## config.mk

```make
export PLATFORM = sky130hd
export DESIGN_NAME = wuf_capture
export DESIGN_NICKNAME = d
export VERILOG_FILES = /design/src/rtl/wuf_pkg.sv /design/src/rtl/wuf_src_decode.sv /design/src/rtl/wuf_clr_ctrl.sv /design/src/rtl/wuf_flag_bank.sv /design/src/rtl/wuf_capture.sv
export SDC_FILE = /design/constraint.sdc
export NUM_CORES = 1
export LEC_CHECK = 0
export ABC_AREA = 1
export BUFFER_PORTS_ARGS = -buffer_cell sky130_fd_sc_hd__buf_4
export CAP_MARGIN = 0
export CORE_MARGIN = 4
export CORE_UTILIZATION = 28
export DETAILED_ROUTE_END_ITERATION = 6
export PLACE_DENSITY = 0.87
export REMOVE_ABC_BUFFERS = 1
export SLEW_MARGIN = 10
export SYNTH_ARGS = -nofsm -noshare
export SYNTH_HDL_FRONTEND = slang
export SYNTH_SLANG_ARGS = --single-unit
```

## constraint.sdc

```tcl
create_clock -name clk -period 0.8 [get_ports clk]
set_input_delay 0.16 -clock clk [delete_from_list [all_inputs] [get_ports clk]]
set_output_delay 0.16 -clock clk [all_outputs]
set_load 0.05 [all_outputs]
```

## src/rtl/wuf_pkg.sv

```systemverilog
package wuf_pkg;

    localparam int FLAG_N   = 3;
    localparam int KIND_W   = 2;
    localparam int FLAG_IDX = 0;
    localparam int CLR_IDX  = 1;

    typedef enum logic [KIND_W-1:0] {
        SRC_NONE  = 2'b00,
        SRC_IO    = 2'b01,
        SRC_RTC   = 2'b10,
        SRC_OTHER = 2'b11
    } src_kind_t;

    // bit 2 compare, bit 1 software, bit 0 programmable
    typedef struct packed {
        logic rtc;
        logic sw;
        logic prog;
    } flag_vec_t;

    function automatic logic slot_fires(src_kind_t k, logic own_evt, logic rtc_evt);
        case (k)
            SRC_IO, SRC_OTHER: return own_evt;
            SRC_RTC:           return rtc_evt;
            default:           return 1'b0;
        endcase
    endfunction

endpackage

```

## src/rtl/wuf_src_decode.sv

```systemverilog
module wuf_src_decode
    import wuf_pkg::*;
#(
    parameter int NSLOT = 3
) (
    input  logic                    rtc_cmp_evt,
    input  logic [NSLOT-1:0]        slot_evt,
    input  logic [KIND_W*NSLOT-1:0] slot_kind,
    input  logic [NSLOT-1:0]        slot_io_ready,
    output logic                    prog_hit,
    output logic                    io_clr_ok,
    output logic                    rtc_in_prog
);

    logic [NSLOT-1:0] hit_v;
    logic [NSLOT-1:0] io_v;
    logic [NSLOT-1:0] rtc_v;

    for (genvar i = 0; i < NSLOT; i++) begin : g_slot
        src_kind_t kind;
        assign kind     = src_kind_t'(slot_kind[KIND_W*i +: KIND_W]);
        assign hit_v[i] = slot_fires(kind, slot_evt[i], rtc_cmp_evt);
        assign io_v[i]  = (kind == SRC_IO) && slot_io_ready[i];
        assign rtc_v[i] = (kind == SRC_RTC);
    end

    assign prog_hit    = |hit_v;
    assign io_clr_ok   = |io_v;
    assign rtc_in_prog = |rtc_v;

endmodule

```

## src/rtl/wuf_clr_ctrl.sv

```systemverilog
module wuf_clr_ctrl
    import wuf_pkg::*;
(
    input  logic             clk,
    input  logic             rst,
    input  logic             wr_clr,
    input  logic [FLAG_N-1:0] wdata,
    input  logic             io_clr_ok,
    input  logic             rtc_in_prog,
    output flag_vec_t        clr_q,
    output flag_vec_t        clr_eff,
    output flag_vec_t        clr_dly
);

    always_ff @(posedge clk) begin
        if (rst) begin
            clr_q <= '0;
        end else if (wr_clr) begin
            clr_q <= flag_vec_t'(wdata);
        end
    end

    always_comb begin
        clr_eff.rtc  = clr_q.rtc;
        clr_eff.sw   = clr_q.sw;
        clr_eff.prog = (clr_q.prog & io_clr_ok) | (clr_q.rtc & rtc_in_prog);
    end

    // one crossing stage: flag clears two cycles after the write
    always_ff @(posedge clk) begin
        if (rst) begin
            clr_dly <= '0;
        end else begin
            clr_dly <= clr_eff;
        end
    end

endmodule

```

## src/rtl/wuf_flag_bank.sv

```systemverilog
module wuf_flag_bank
    import wuf_pkg::*;
(
    input  logic      clk,
    input  logic      rst,
    input  flag_vec_t set_in,
    input  flag_vec_t clr_eff,
    input  flag_vec_t clr_dly,
    output flag_vec_t flags
);

    logic [FLAG_N-1:0] set_b, eff_b, dly_b, flg_b;

    assign set_b = set_in;
    assign eff_b = clr_eff;
    assign dly_b = clr_dly;
    assign flags = flag_vec_t'(flg_b);

    for (genvar i = 0; i < FLAG_N; i++) begin : g_flag
        always_ff @(posedge clk) begin
            if (rst) begin
                flg_b[i] <= 1'b0;
            end else if (dly_b[i]) begin
                flg_b[i] <= 1'b0;
            end else if (set_b[i] && !eff_b[i]) begin
                flg_b[i] <= 1'b1;
            end
        end
    end

endmodule

```

## src/rtl/wuf_capture.sv

```systemverilog
module wuf_capture
    import wuf_pkg::*;
#(
    parameter int NSLOT  = 3,
    parameter int ADDR_W = 2,
    parameter int DATA_W = 32
) (
    input  logic                    clk,
    input  logic                    rst,
    input  logic                    reg_wr,
    input  logic [ADDR_W-1:0]       reg_addr,
    input  logic [DATA_W-1:0]       reg_wdata,
    output logic [DATA_W-1:0]       reg_rdata,
    input  logic                    rtc_cmp_evt,
    input  logic                    sw_evt,
    input  logic [NSLOT-1:0]        slot_evt,
    input  logic [KIND_W*NSLOT-1:0] slot_kind,
    input  logic [NSLOT-1:0]        slot_io_ready
);

    localparam int PAD_W = DATA_W - FLAG_N;

    logic      prog_hit, io_clr_ok, rtc_in_prog;
    flag_vec_t set_vec, clr_q, clr_eff, clr_dly, flags_q;
    logic      wr_clr;
    logic      unused_wdata_hi;

    assign unused_wdata_hi = ^reg_wdata[DATA_W-1:FLAG_N];

    wuf_src_decode #(.NSLOT(NSLOT)) u_dec (
        .rtc_cmp_evt  (rtc_cmp_evt),
        .slot_evt     (slot_evt),
        .slot_kind    (slot_kind),
        .slot_io_ready(slot_io_ready),
        .prog_hit     (prog_hit),
        .io_clr_ok    (io_clr_ok),
        .rtc_in_prog  (rtc_in_prog)
    );

    assign wr_clr = reg_wr && (reg_addr == ADDR_W'(CLR_IDX));

    wuf_clr_ctrl u_clr (
        .clk        (clk),
        .rst        (rst),
        .wr_clr     (wr_clr),
        .wdata      (reg_wdata[FLAG_N-1:0]),
        .io_clr_ok  (io_clr_ok),
        .rtc_in_prog(rtc_in_prog),
        .clr_q      (clr_q),
        .clr_eff    (clr_eff),
        .clr_dly    (clr_dly)
    );

    always_comb begin
        set_vec.rtc  = rtc_cmp_evt;
        set_vec.sw   = sw_evt;
        set_vec.prog = prog_hit;
    end

    wuf_flag_bank u_bank (
        .clk    (clk),
        .rst    (rst),
        .set_in (set_vec),
        .clr_eff(clr_eff),
        .clr_dly(clr_dly),
        .flags  (flags_q)
    );

    always_comb begin
        if (reg_addr == ADDR_W'(FLAG_IDX)) begin
            reg_rdata = {{PAD_W{1'b0}}, flags_q};
        end else if (reg_addr == ADDR_W'(CLR_IDX)) begin
            reg_rdata = {{PAD_W{1'b0}}, clr_q};
        end else begin
            reg_rdata = '0;
        end
    end

endmodule

```

### Yosys cells after proc, flatten, opt, wreduce, memory -nomap -nowiden

Cells that the tools add are included.

* mux-type cells: 5
* $add $sub $neg: 0
* shift-type cells: 0
* equality and inequality tests: 10
* order comparisons: 0
* div/mod/pow operators: 0
* bitwise gates (word level): 3
* $mul: 0
* reductions and logical operators: 20

Operator list (number)
* == test 2 bit (second input constant): 6
* OR reduction 2 bit: 6
* OR reduction 3 bit: 3
* == test 2 x 1 -> 1 bit (second input constant): 4
* logical AND 1 bit: 7
* 2-to-1 mux 3 bit: 2
* case mux 1 bit (2 select lines): 3
* logical NOT 1 bit: 3
* bitwise AND 1 bit: 2
* logical NOT 2 bit: 1
* bitwise OR 1 bit: 1

* logic and storage cells: 47
* memories kept: 0
* bits in read-only memories: 0
* register bits after elaboration: 9
* input bits: 51
* bits in latches: 0
* RAM bits: 0

### Logic depth before layout (Yosys ltp)

* depth in word-level cells: 7
* gate-level depth with buffers: 7
* gate-level depth less buffers: 7

### Hierarchy

From an unflattened synthesis, not the netlist that was laid out.

* cells, all modules: 118
* area total of the unflattened synthesis: 744.5 µm²

By module, submodules not included
* wuf_capture: area each 280.3 µm², cells each 44, times used 1
* wuf_clr_ctrl: area each 226.5 µm², cells each 32, times used 1
* wuf_flag_bank: area each 146.4 µm², cells each 22, times used 1
* wuf_src_decode: area each 91.3 µm², cells each 20, times used 1

### Worst setup path after synthesis

Ideal clock, no wire load.

* path kind: input-to-output
* from: input reg_addr[1]
* to: output reg_rdata[0]
* stages on the path: 2
* buffers on the path: 0
* arrival: 1.236 ns
* slack: -0.596 ns
* data required time: 0.640 ns
* path through: or2_2 o22ai_1

* longest elaborated chain between the ends: 3

Ends and longest elaborated chain
* from (decl): RTL line wuf_capture.sv:11 `input logic [ADDR_W-1:0] reg_addr,`
* == test 2 x 1 -> 1 bit: RTL line wuf_capture.sv:72 `end else if (reg_addr == ADDR_W'(CLR_IDX)) begin`
* 2-to-1 mux 3 bit: RTL line wuf_capture.sv:72
* 2-to-1 mux 3 bit *: RTL line wuf_capture.sv:70 `if (reg_addr == ADDR_W'(FLAG_IDX)) begin`
* to (decl): RTL line wuf_capture.sv:13 `output logic [DATA_W-1:0] reg_rdata,`

Mark *: on every way between the ends. The rest lies on a longest branch, timed or not.

### Worst setup path after layout

* from: register, netlist name u_clr.clr_eff[1]
* to: output reg_rdata[1]

* longest elaborated chain between the ends: 2

Ends and longest elaborated chain (RTL line)
* 2-to-1 mux 3 bit: wuf_capture.sv:72
* 2-to-1 mux 3 bit: wuf_capture.sv:70

Every way passes these cells.

==> results <==
- The proportion of power drawn by combinational gates is 42.4%.
- The instance area after placement is 811 um^2.
- The class of the most critical hold timing path is in2reg.
- The top cell types in the final layout, fill and taps aside, are conb_1 (29), buf_4 (29), inv_1 (11).
- The data arrival time of the critical path is 0.97 ns.
- Dividing the detail-routed via count by the number of cells gives 3.72.
- The final number of max-transition violations came to 0.
- For this block, the initial DRC count from the detailed router was 5.
- After synthesis the cells add up to 656 um^2.
- The worst setup path is of the reg2out kind.
- The portion of total power attributed to sequential cells is 33.7%.
- The I/O pin count is 83.
- The clock share of power is 23.9%.
- The kind of capture point of the worst setup path is an output port.
- The number of H-tree levels is 1.
- The reported net switching power is 0.000620 W.
- The share of post-route cells with drive strength above 1 is 44.9%.
- The synthesized netlist devotes 11.8% of its cell area to compound gates.
- The total count of hold-check failures in the final report is 0.
- The worst-case IR drop observed on VDD is 0.949 mV.
- The wire-length estimate of the detail-placed layout is 1180 um.
- The internal portion of the total power is 0.000842 W.
- The die area is 3180 um^2.
- The final reports fail on negative setup slack.
- The clock tree from TritonCTS is done.
- The finished layout cell area is 917 um^2.
- The sink count of the clock tree is 9.
- Derived from the worst setup path, the maximum achievable clock frequency is 882 MHz.
- The mux cell area share after synthesis is 0%.
- The data required time of the critical path is 0.64 ns.
- Routability-driven placement finished with a final weighted congestion of 0.725.
- The via count of the routed design is 576.
- The detail route stage leaves a number of antenna-violating nets equal to 0.
- Setup repair after global routing could not meet its margin everywhere.
- The post-synthesis average cell area is 7.20 um^2.
- For this design the ratio of total power to cell area is 1590 nW/um^2.
- Clock skew on the completed layout was measured at 0.000529 ns.
- The clock network latency to the later pin of the worst-skew pair is 0.26 ns.
- The post-synthesis share of cell area spent on xor and xnor gates is 0%.
- After detailed routing, the number of remaining DRC violations is 0.
- Summing the sequential cell areas from Yosys gives 27.5% of the chip area.
- The flow ran to the end, but the final reports show violations.
- The initial utilization of the core area, before any placement, comes to 29.6%.
- The number of instances in the synthesized netlist is 91.
- The die is 56.4 um wide.
- The leakage power is 0.508 nW.
- No sink is reached through more buffers than the 2 on the longest clock path.
- The switching share of total power is 42.4%.
- The number of antenna violations at the first check in global routing is 0.
- The area added between synthesis and finish is 39.9%.
- The number of global-route vias before repair is 552.
- The distinct cell type count of the synthesized netlist is 15.
- The number of nets at the end of the flow is 179.
- By area, the combinational part of the netlist is dominated by buffers and inverters.
- The count of buffers added on input and output ports is 24.
- The area share of and/or/nand/nor cells after synthesis is 18.9%.
- The tool flagged a number of max-cap violations equal to 0.
- The clock root buffer is clkbuf_4.
- Row generation in the floorplan step produced 17 rows.
- The total area inside the core boundary comes to 2210 um^2.
- Across every metal layer, demand over resource in global routing totals 9.39%.
- Setup violations remaining at the end of the flow were counted as 4.
- The overall die height is 56.4 um.
- 0 antenna diodes ended up in the layout.
- Of the available clock period, the critical path in the final layout requires 142%.
- The startpoint class of the critical path is a register.
- After detailed routing, the average wire length per cell comes to 9.27 um.
- Clock tree synthesis inserted a total of 3 buffers.
- Wires add up to 1440 um.
- The critical-path maximum fanout is 2.
- The CTS clock-pin slew for the worst setup and hold paths is 0.06 ns.
- The post-layout worst setup margin is -0.334 ns.
- OpenSTA, run right after detailed placement, puts the worst setup slack at -0.353 ns.
- The synthesized design contains 9 register bits.
- For this run the aggregate overflow at the end of global routing stands at 0.
- Summing the areas of all fa, ha and maj instances in the mapped netlist gives 0% of the synthesized area.
- For this run, the detailed router's first-pass iteration total came to 2.
- The Yosys warning count is 0.
- The first global-routing pass estimated 2200 um of wire.
- Entering global routing, the biggest net connects 8 pins.
- The final period demand of the worst path is 1.13 ns.
[cells by family after synthesis]
kind of cell           Yosys count
AO/OA/AOI/OAI                   14
buffers and inverters           43
flip-flops                       9
other                            1
AND/OR/NAND/NOR                 24
[routing by layer]
| metal | up-vias | global-route usage, % | routed length (um) |
|---|---|---|---|
| li1 | 298 | - | - |
| met1 | 254 | 8.15 | 484 |
| met2 | 20 | 17.2 | 812 |
| met3 | 4 | 2.76 | 93 |
| met4 | 0 | 8.14 | 47 |
| met5 | - | 0 | 0 |
[area by class of cell]
cell class	instances	area, um^2
clock buffers	4	26.3
fillers	233	1290
inverters	14	52.6
multi-input cells	67	354
flip-flops and latches	9	186
well taps	28	35.0
repair buffers	33	263
[synth_stat cells]
cell / count / area share [%]
dfxtp_1: 9 / 27
nand3_1: 5 / 3.8
nor2_1: 2 / 1.1
nor3_1: 2 / 1.5
nand2_1: 8 / 4.6
inv_1: 14 / 8.0
o21ai_0: 3 / 2.3
nand3_2: 2 / 3.1
conb_1: 1 / 0.57
o22ai_1: 3 / 2.9
or2_2: 2 / 1.9
a21oi_1: 7 / 5.3
nand2_2: 3 / 2.9
a21oi_2: 1 / 1.3
buf_4: 29 / 33
[power by group through the flow]
stage | Sequential (W) | Combinational, W | Clock, W
6_report | 0.000492 | 0.000620 | 0.000350
5_1_grt | 0.000495 | 0.000656 | 0.000381
4_1_cts | 0.000492 | 0.000594 | 0.000367
3_5_place_dp | 0.000498 | 0.000570 | 0
3_3_place_gp | 0.000494 | 0.000564 | 0
2_1_floorplan | 0.000494 | 0.000418 | 0
[flip-flops by register name, summed over array words and instances, names as in the netlist]
signal,count
u_bank.flags,3
u_clr.clr_dly,3
u_clr.clr_eff,2
u_clr.clr_q,1
[timing repair]
action,CTS,global route
setup buffers,2,1
gates cloned,0,0
endpoints found under the hold margin,0,0
resized for setup,13,7
pin swaps,3,4
endpoints found under the setup margin,4,7
hold buffers,0,0
[path summary, 6_finish.rpt]
check,startpoint,to,slack [ns],cells past startpoint
setup reg to reg,u_clr.clr_eff[1]$_SDFFE_PP0P_,u_bank.flags[1]$_SDFFE_PP0P_,-0.08,5
setup / recovery,u_clr.clr_eff[1]$_SDFFE_PP0P_,reg_rdata[1],-0.33,3
hold reg to reg,u_clr.clr_dly[2]$_SDFF_PP0_,u_bank.flags[2]$_SDFFE_PP0P_,0.38,1
hold / removal,rst,u_clr.clr_dly[2]$_SDFF_PP0_,0.11,2
[stage by stage]
| step | hold WS, ns | power, W | utilization (%) | cells | TNS [ns] |
|---|---|---|---|---|---|
| after floorplan | 0.229 | 0.000912 | - | 90 | -1.79 |
| after global placement | 0.374 | 0.00106 | 36.7 | 149 | -1.02 |
| after detailed placement | 0.383 | 0.00107 | 36.7 | 149 | -1.20 |
| after CTS | 0.102 | 0.00145 | 40.0 | 155 | -1.13 |
| after global routing | 0.105 | 0.00153 | 41.5 | 155 | -1.29 |
| final | 0.110 | 0.00146 | 41.5 | 155 | -1.06 |
[worst max-delay path, stage by stage (launching register included)]
cell	delay, ns
dfxtp_2	0.32
inv_2	0.04
o22ai_2	0.17
buf_6	0.18
No activity file was read; power rests on OpenSTA's default activity.
